==> config.mk <==
export PLATFORM = sky130hd
export DESIGN_NAME = ctrl_pin_irq_front
export DESIGN_NICKNAME = d
export VERILOG_FILES = /design/src/rtl/ipf_pkg.sv /design/src/rtl/ipf_pin_track.sv /design/src/rtl/ipf_pend_ctrl.sv /design/src/rtl/ipf_run_ctrl.sv /design/src/rtl/ctrl_pin_irq_front.sv
export SDC_FILE = /design/constraint.sdc
export NUM_CORES = 1
export LEC_CHECK = 0
export CAP_MARGIN = 20
export CORE_MARGIN = 8
export CORE_UTILIZATION = 39
export CTS_BUF_LIST = sky130_fd_sc_hd__clkbuf_2
export DETAILED_ROUTE_END_ITERATION = 8
export MAX_ROUTING_LAYER = met4
export PLACE_DENSITY_LB_ADDON = 0.05
export SYNTH_ARGS = -nofsm -noshare
export SYNTH_HDL_FRONTEND = slang
export SYNTH_HIERARCHICAL = 1
export SYNTH_SLANG_ARGS = --single-unit
==> constraint.sdc <==
create_clock -name clk_i -period 1.8 [get_ports clk_i]
set_clock_uncertainty 0.05 [all_clocks]
set_input_delay 0.27 -clock clk_i [delete_from_list [all_inputs] [get_ports clk_i]]
set_output_delay 0.27 -clock clk_i [all_outputs]
set_load 0.005 [all_outputs]
==> src/rtl/ipf_pkg.sv <==
package ipf_pkg;
  parameter int unsigned NUM_PINS = 7;
  parameter int unsigned PEND_W   = 12;
  parameter int unsigned TMR_W    = 5;
  parameter int unsigned TMR_LSB  = 7;

  // pin indices
  parameter int unsigned PIN_HRST  = 0;
  parameter int unsigned PIN_SRST  = 1;
  parameter int unsigned PIN_CSTOP = 2;
  parameter int unsigned PIN_TBEN  = 3;
  parameter int unsigned PIN_MCHK  = 4;
  parameter int unsigned PIN_EXT   = 5;
  parameter int unsigned PIN_THRM  = 6;

  // pending bit indices
  parameter int unsigned PB_RST  = 0;
  parameter int unsigned PB_MCHK = 1;
  parameter int unsigned PB_EXT  = 2;
  parameter int unsigned PB_THRM = 6;

  typedef enum logic [1:0] {
    SRC_NONE  = 2'd0,
    SRC_LEVEL = 2'd1,
    SRC_FALL  = 2'd2,
    SRC_TIMER = 2'd3
  } src_kind_e;

  typedef struct packed {
    logic [NUM_PINS-1:0] rise;
    logic [NUM_PINS-1:0] fall;
  } pin_evt_t;

  function automatic src_kind_e kind_of(int unsigned b);
    if (b == PB_RST || b == PB_EXT || b == PB_THRM) return SRC_LEVEL;
    if (b == PB_MCHK) return SRC_FALL;
    if (b >= TMR_LSB && b < TMR_LSB + TMR_W) return SRC_TIMER;
    return SRC_NONE;
  endfunction

  function automatic int unsigned pin_of(int unsigned b);
    case (b)
      PB_RST:  return PIN_SRST;
      PB_MCHK: return PIN_MCHK;
      PB_EXT:  return PIN_EXT;
      PB_THRM: return PIN_THRM;
      default: return 0;
    endcase
  endfunction
endpackage

==> src/rtl/ipf_pin_track.sv <==
module ipf_pin_track
  import ipf_pkg::*;
(
  input  logic                clk_i,
  input  logic                rst_ni,
  input  logic [NUM_PINS-1:0] pins_i,
  output logic [NUM_PINS-1:0] prev_o,
  output pin_evt_t            evt_o
);
  logic [NUM_PINS-1:0] prev_q;

  always_ff @(posedge clk_i or negedge rst_ni) begin
    if (!rst_ni) prev_q <= '0;
    else         prev_q <= pins_i;
  end

  assign evt_o.rise = pins_i & ~prev_q;
  assign evt_o.fall = ~pins_i & prev_q;
  assign prev_o     = prev_q;

  assert_track_R1: assert property (@(posedge clk_i) disable iff (!rst_ni)
    1'b1 |=> prev_q == $past(pins_i));
endmodule

==> src/rtl/ipf_pend_ctrl.sv <==
module ipf_pend_ctrl
  import ipf_pkg::*;
(
  input  logic              clk_i,
  input  logic              rst_ni,
  input  pin_evt_t          evt_i,
  input  logic [PEND_W-1:0] ack_i,
  input  logic [TMR_W-1:0]  tmr_i,
  output logic [PEND_W-1:0] pend_o
);
  logic [PEND_W-1:0] pend_q;
  logic              unused_evt;
  assign unused_evt = ^evt_i;

  for (genvar g = 0; g < PEND_W; g++) begin : g_bit
    localparam src_kind_e   KIND = kind_of(g);
    localparam int unsigned PIN  = pin_of(g);
    if (KIND == SRC_LEVEL) begin : g_lvl
      always_ff @(posedge clk_i or negedge rst_ni) begin
        if (!rst_ni)               pend_q[g] <= 1'b0;
        else if (evt_i.rise[PIN])  pend_q[g] <= 1'b1;
        else if (evt_i.fall[PIN])  pend_q[g] <= 1'b0;
        else if (ack_i[g])         pend_q[g] <= 1'b0;
      end
    end else if (KIND == SRC_FALL) begin : g_fall
      always_ff @(posedge clk_i or negedge rst_ni) begin
        if (!rst_ni)               pend_q[g] <= 1'b0;
        else if (evt_i.fall[PIN])  pend_q[g] <= 1'b1;
        else if (ack_i[g])         pend_q[g] <= 1'b0;
      end
    end else if (KIND == SRC_TIMER) begin : g_tmr
      always_ff @(posedge clk_i or negedge rst_ni) begin
        if (!rst_ni)                   pend_q[g] <= 1'b0;
        else if (tmr_i[g - TMR_LSB])   pend_q[g] <= 1'b1;
        else if (ack_i[g])             pend_q[g] <= 1'b0;
      end
    end else begin : g_none
      logic unused_ack;
      assign unused_ack = ack_i[g];
      assign pend_q[g]  = 1'b0;
    end
  end

  assign pend_o = pend_q;

  assert_ext_rise_R3: assert property (@(posedge clk_i) disable iff (!rst_ni)
    evt_i.rise[PIN_EXT] |=> pend_q[PB_EXT]);
  assert_ext_fall_R3: assert property (@(posedge clk_i) disable iff (!rst_ni)
    evt_i.fall[PIN_EXT] |=> !pend_q[PB_EXT]);
  assert_thrm_rise_R4: assert property (@(posedge clk_i) disable iff (!rst_ni)
    evt_i.rise[PIN_THRM] |=> pend_q[PB_THRM]);
  assert_mchk_sticky_R5: assert property (@(posedge clk_i) disable iff (!rst_ni)
    pend_q[PB_MCHK] && !ack_i[PB_MCHK] |=> pend_q[PB_MCHK]);
  assert_mchk_set_R5: assert property (@(posedge clk_i) disable iff (!rst_ni)
    evt_i.fall[PIN_MCHK] |=> pend_q[PB_MCHK]);
  assert_srst_rise_R7: assert property (@(posedge clk_i) disable iff (!rst_ni)
    evt_i.rise[PIN_SRST] |=> pend_q[PB_RST]);
  assert_tmr_set_R10: assert property (@(posedge clk_i) disable iff (!rst_ni)
    tmr_i[0] |=> pend_q[TMR_LSB]);
  assert_unused_zero_R12: assert property (@(posedge clk_i) disable iff (!rst_ni)
    pend_q[5:3] == 3'b000);
endmodule

==> src/rtl/ipf_run_ctrl.sv <==
module ipf_run_ctrl
  import ipf_pkg::*;
(
  input  logic     clk_i,
  input  logic     rst_ni,
  input  pin_evt_t evt_i,
  output logic     halted_o,
  output logic     rst_req_o
);
  logic halted_q, rst_req_q;
  logic unused_evt;
  assign unused_evt = ^evt_i;

  always_ff @(posedge clk_i or negedge rst_ni) begin
    if (!rst_ni) begin
      halted_q  <= 1'b0;
      rst_req_q <= 1'b0;
    end else begin
      if (evt_i.rise[PIN_CSTOP])      halted_q <= 1'b1;
      else if (evt_i.fall[PIN_CSTOP]) halted_q <= 1'b0;
      rst_req_q <= evt_i.rise[PIN_HRST];
    end
  end

  assign halted_o  = halted_q;
  assign rst_req_o = rst_req_q;

  assert_halt_set_R6: assert property (@(posedge clk_i) disable iff (!rst_ni)
    evt_i.rise[PIN_CSTOP] |=> halted_q);
  assert_halt_clr_R6: assert property (@(posedge clk_i) disable iff (!rst_ni)
    evt_i.fall[PIN_CSTOP] |=> !halted_q);
  assert_rst_pulse_R9: assert property (@(posedge clk_i) disable iff (!rst_ni)
    rst_req_q |=> !rst_req_q);
endmodule

==> src/rtl/ctrl_pin_irq_front.sv <==
module ctrl_pin_irq_front
  import ipf_pkg::*;
(
  input  logic                clk_i,
  input  logic                rst_ni,
  input  logic [NUM_PINS-1:0] pins_i,
  input  logic [PEND_W-1:0]   ack_i,
  input  logic [TMR_W-1:0]    tmr_evt_i,
  output logic [PEND_W-1:0]   pend_o,
  output logic                halted_o,
  output logic                rst_req_o,
  output logic [NUM_PINS-1:0] pin_state_o
);
  pin_evt_t            evt;
  logic [NUM_PINS-1:0] prev;

  ipf_pin_track u_track (
    .clk_i  (clk_i),
    .rst_ni (rst_ni),
    .pins_i (pins_i),
    .prev_o (prev),
    .evt_o  (evt)
  );

  ipf_pend_ctrl u_pend (
    .clk_i  (clk_i),
    .rst_ni (rst_ni),
    .evt_i  (evt),
    .ack_i  (ack_i),
    .tmr_i  (tmr_evt_i),
    .pend_o (pend_o)
  );

  ipf_run_ctrl u_run (
    .clk_i     (clk_i),
    .rst_ni    (rst_ni),
    .evt_i     (evt),
    .halted_o  (halted_o),
    .rst_req_o (rst_req_o)
  );

  assign pin_state_o = prev;

  assert_quiet_hold_R2: assert property (@(posedge clk_i) disable iff (!rst_ni)
    (pins_i == pin_state_o) && (ack_i == '0) && (tmr_evt_i == '0)
    |=> $stable(pend_o) && $stable(halted_o) && !rst_req_o);
  assert_tben_only_R8: assert property (@(posedge clk_i) disable iff (!rst_ni)
    ((pins_i ^ pin_state_o) == NUM_PINS'(1 << PIN_TBEN)) && (ack_i == '0) && (tmr_evt_i == '0)
    |=> $stable(pend_o) && $stable(halted_o) && !rst_req_o);
endmodule

==> run summary <==
status = finished, final reports clean
post-synthesis cell area = 676.9 um^2
maxcap violations = 0
WP data arrival = 1180 ps
final setup violation count = 0
DRC = 0
Req. time, crit path = 1480 ps
slowest stage delay, CP = 510 ps
pin count of the biggest net entering global routing = 19
die width = 57.66 um
Final Core Density = 0.6622
Starting Density = 0.4052
crit path capture type = output port
Via-to-Cell Ratio = 4.357
post-CTS resize count = 0
DRT iter0 DRCs = 3
Pleak = 0.5503 nW
crit path time final = 1500 ps
initial antenna violation count = 0
TritonRoute pass-1 iters = 2
Row Count = 15
fmax = 666.8 MHz
Die Area = 0.003325 mm^2
wire length on met1 = 583 um
Root Buffer = clkbuf_2
H-tree lvl count = 1
CP cell instances = clkdlybuf4s50_1
GR Overflow Total = 0
cells after synthesis = 52
routed wl met3 = 113 um
nature of the critical path startpoint = flop
synthesis warning total = 6
Hold WC Path Type = in2async
Worst Path Buf+Inv = 1
leading cell type in the layout, fill and taps excluded = clkdlybuf4s50_1
Final Hold Viols = 0
crit path max-delay cell type = clkdlybuf4s50_1
Peak VDD IR = 0.0004599 V
design area = 0.001106 mm^2
Max clock buf depth = 2
Diodes inserted = 0
port bufs = 40
setup bufs post-CTS = 0
max-slew violations = 0
core footprint = 0.001670 mm^2
Antenna Nets Post-Route = 0
Post-Syn Area per Cell = 13.02 um^2
Routed met2 length = 759 um
RePlAce Congestion = 0.7007
share of cells above drive strength 1 = 0.1474
cts bufs inserted = 3
Nets = 123
Die Y-Extent = 57.66 um
Worst Path Max Fanout = 2
post-place instance area = 0.001091 mm^2
vias in the first global route = 555
PD cells = 676.1 mW/mm^2
commonest cells after routing, fill and taps aside = clkdlybuf4s50_1, dfrtp_1, a21o_1, and2b_2, inv_1
clock sink count = 18
clk_lat worst skew = 270 ps
Layout Cells excl Fill = 112
post-placement cell count = 109
unrepaired setup endpoints after global routing = false
Layout area overhead = 63.40%
total number of vias = 488
Reg clk slew, reported paths = 150 ps
Tcrit/Tclk final = 0.8332
global-route wire length before repair = 2387 um
Max Used Layer = met4
drt wl/cell = 13.10 um
overall routing resource usage = 0.09510
CP Class = reg2out
drt total wl = 1467 um
cts hold-fix bufs = 0
io pins = 47
CP top delay family = buffers and inverters
DPL Wire Length = 1229 um
CTS tree = done
Setup Total Neg Slack = 0 ps
==> final timing paths <==
check	from	to	slack, ps	cells after the start
setup / recovery	u_pend/pend_o[8]	pend_o[8]	300	1
hold / removal	rst_ni	u_pend/pend_o[2]	250	2
setup reg to reg	u_track/prev_o[5]	u_pend/pend_o[2]	890	3
hold reg to reg	u_pend/pend_o[0]	u_pend/pend_o[0]	440	1
max in group asynchronous	rst_ni	u_track/prev_o[0]	1260	2
min in group clk_i	pins_i[3]	u_track/prev_o[3]	370	1
==> per-layer routing <==
metal	global-route usage	vias to the layer above
met5	-	-
li1	-	242
met3	0.03311	2
met2	0.1656	19
met1	0.09043	225
met4	0.05245	0
==> power by group <==
group / leakage (nW) / switching [mW] / internal, mW
Sequential: 0.209 / 0.0132 / 0.431
Clock: 0.0125 / 0.107 / 0.0455
Combinational: 0.329 / 0.0416 / 0.110
Total: 0.550 / 0.161 / 0.586
==> flip-flops by register name, summed over array words and instances (netlist names) <==
name and flops:
u_track/prev_o 7, u_run/rst_req_o 1, u_pend/pend_o 9, u_run/halted_o 1
==> stage by stage <==
| step | setup WS [ps] | total power, mW | hold WS (ps) |
|---|---|---|---|
| 6_report | 300.3 | 0.7478 | 246.2 |
| 3_3_place_gp | 497.6 | 0.6033 | 411.0 |
| 2_1_floorplan | 936.9 | 0.4916 | -75.59 |
| 4_1_cts | 265.6 | 0.7667 | 230.9 |
| 5_1_grt | 233.0 | 0.7889 | 254.5 |
| 3_5_place_dp | 483.6 | 0.6069 | 415.0 |
==> final cells by class <==
cell class | count | area (um^2)
fillers | 145 | 564.3
clock buffers | 3 | 15.01
repair buffers | 41 | 407.9
inverters | 7 | 26.28
multi-input cells | 26 | 185.2
well taps | 17 | 21.27
flip-flops and latches | 18 | 450.4
No activity file was read; power rests on OpenSTA's default activity.
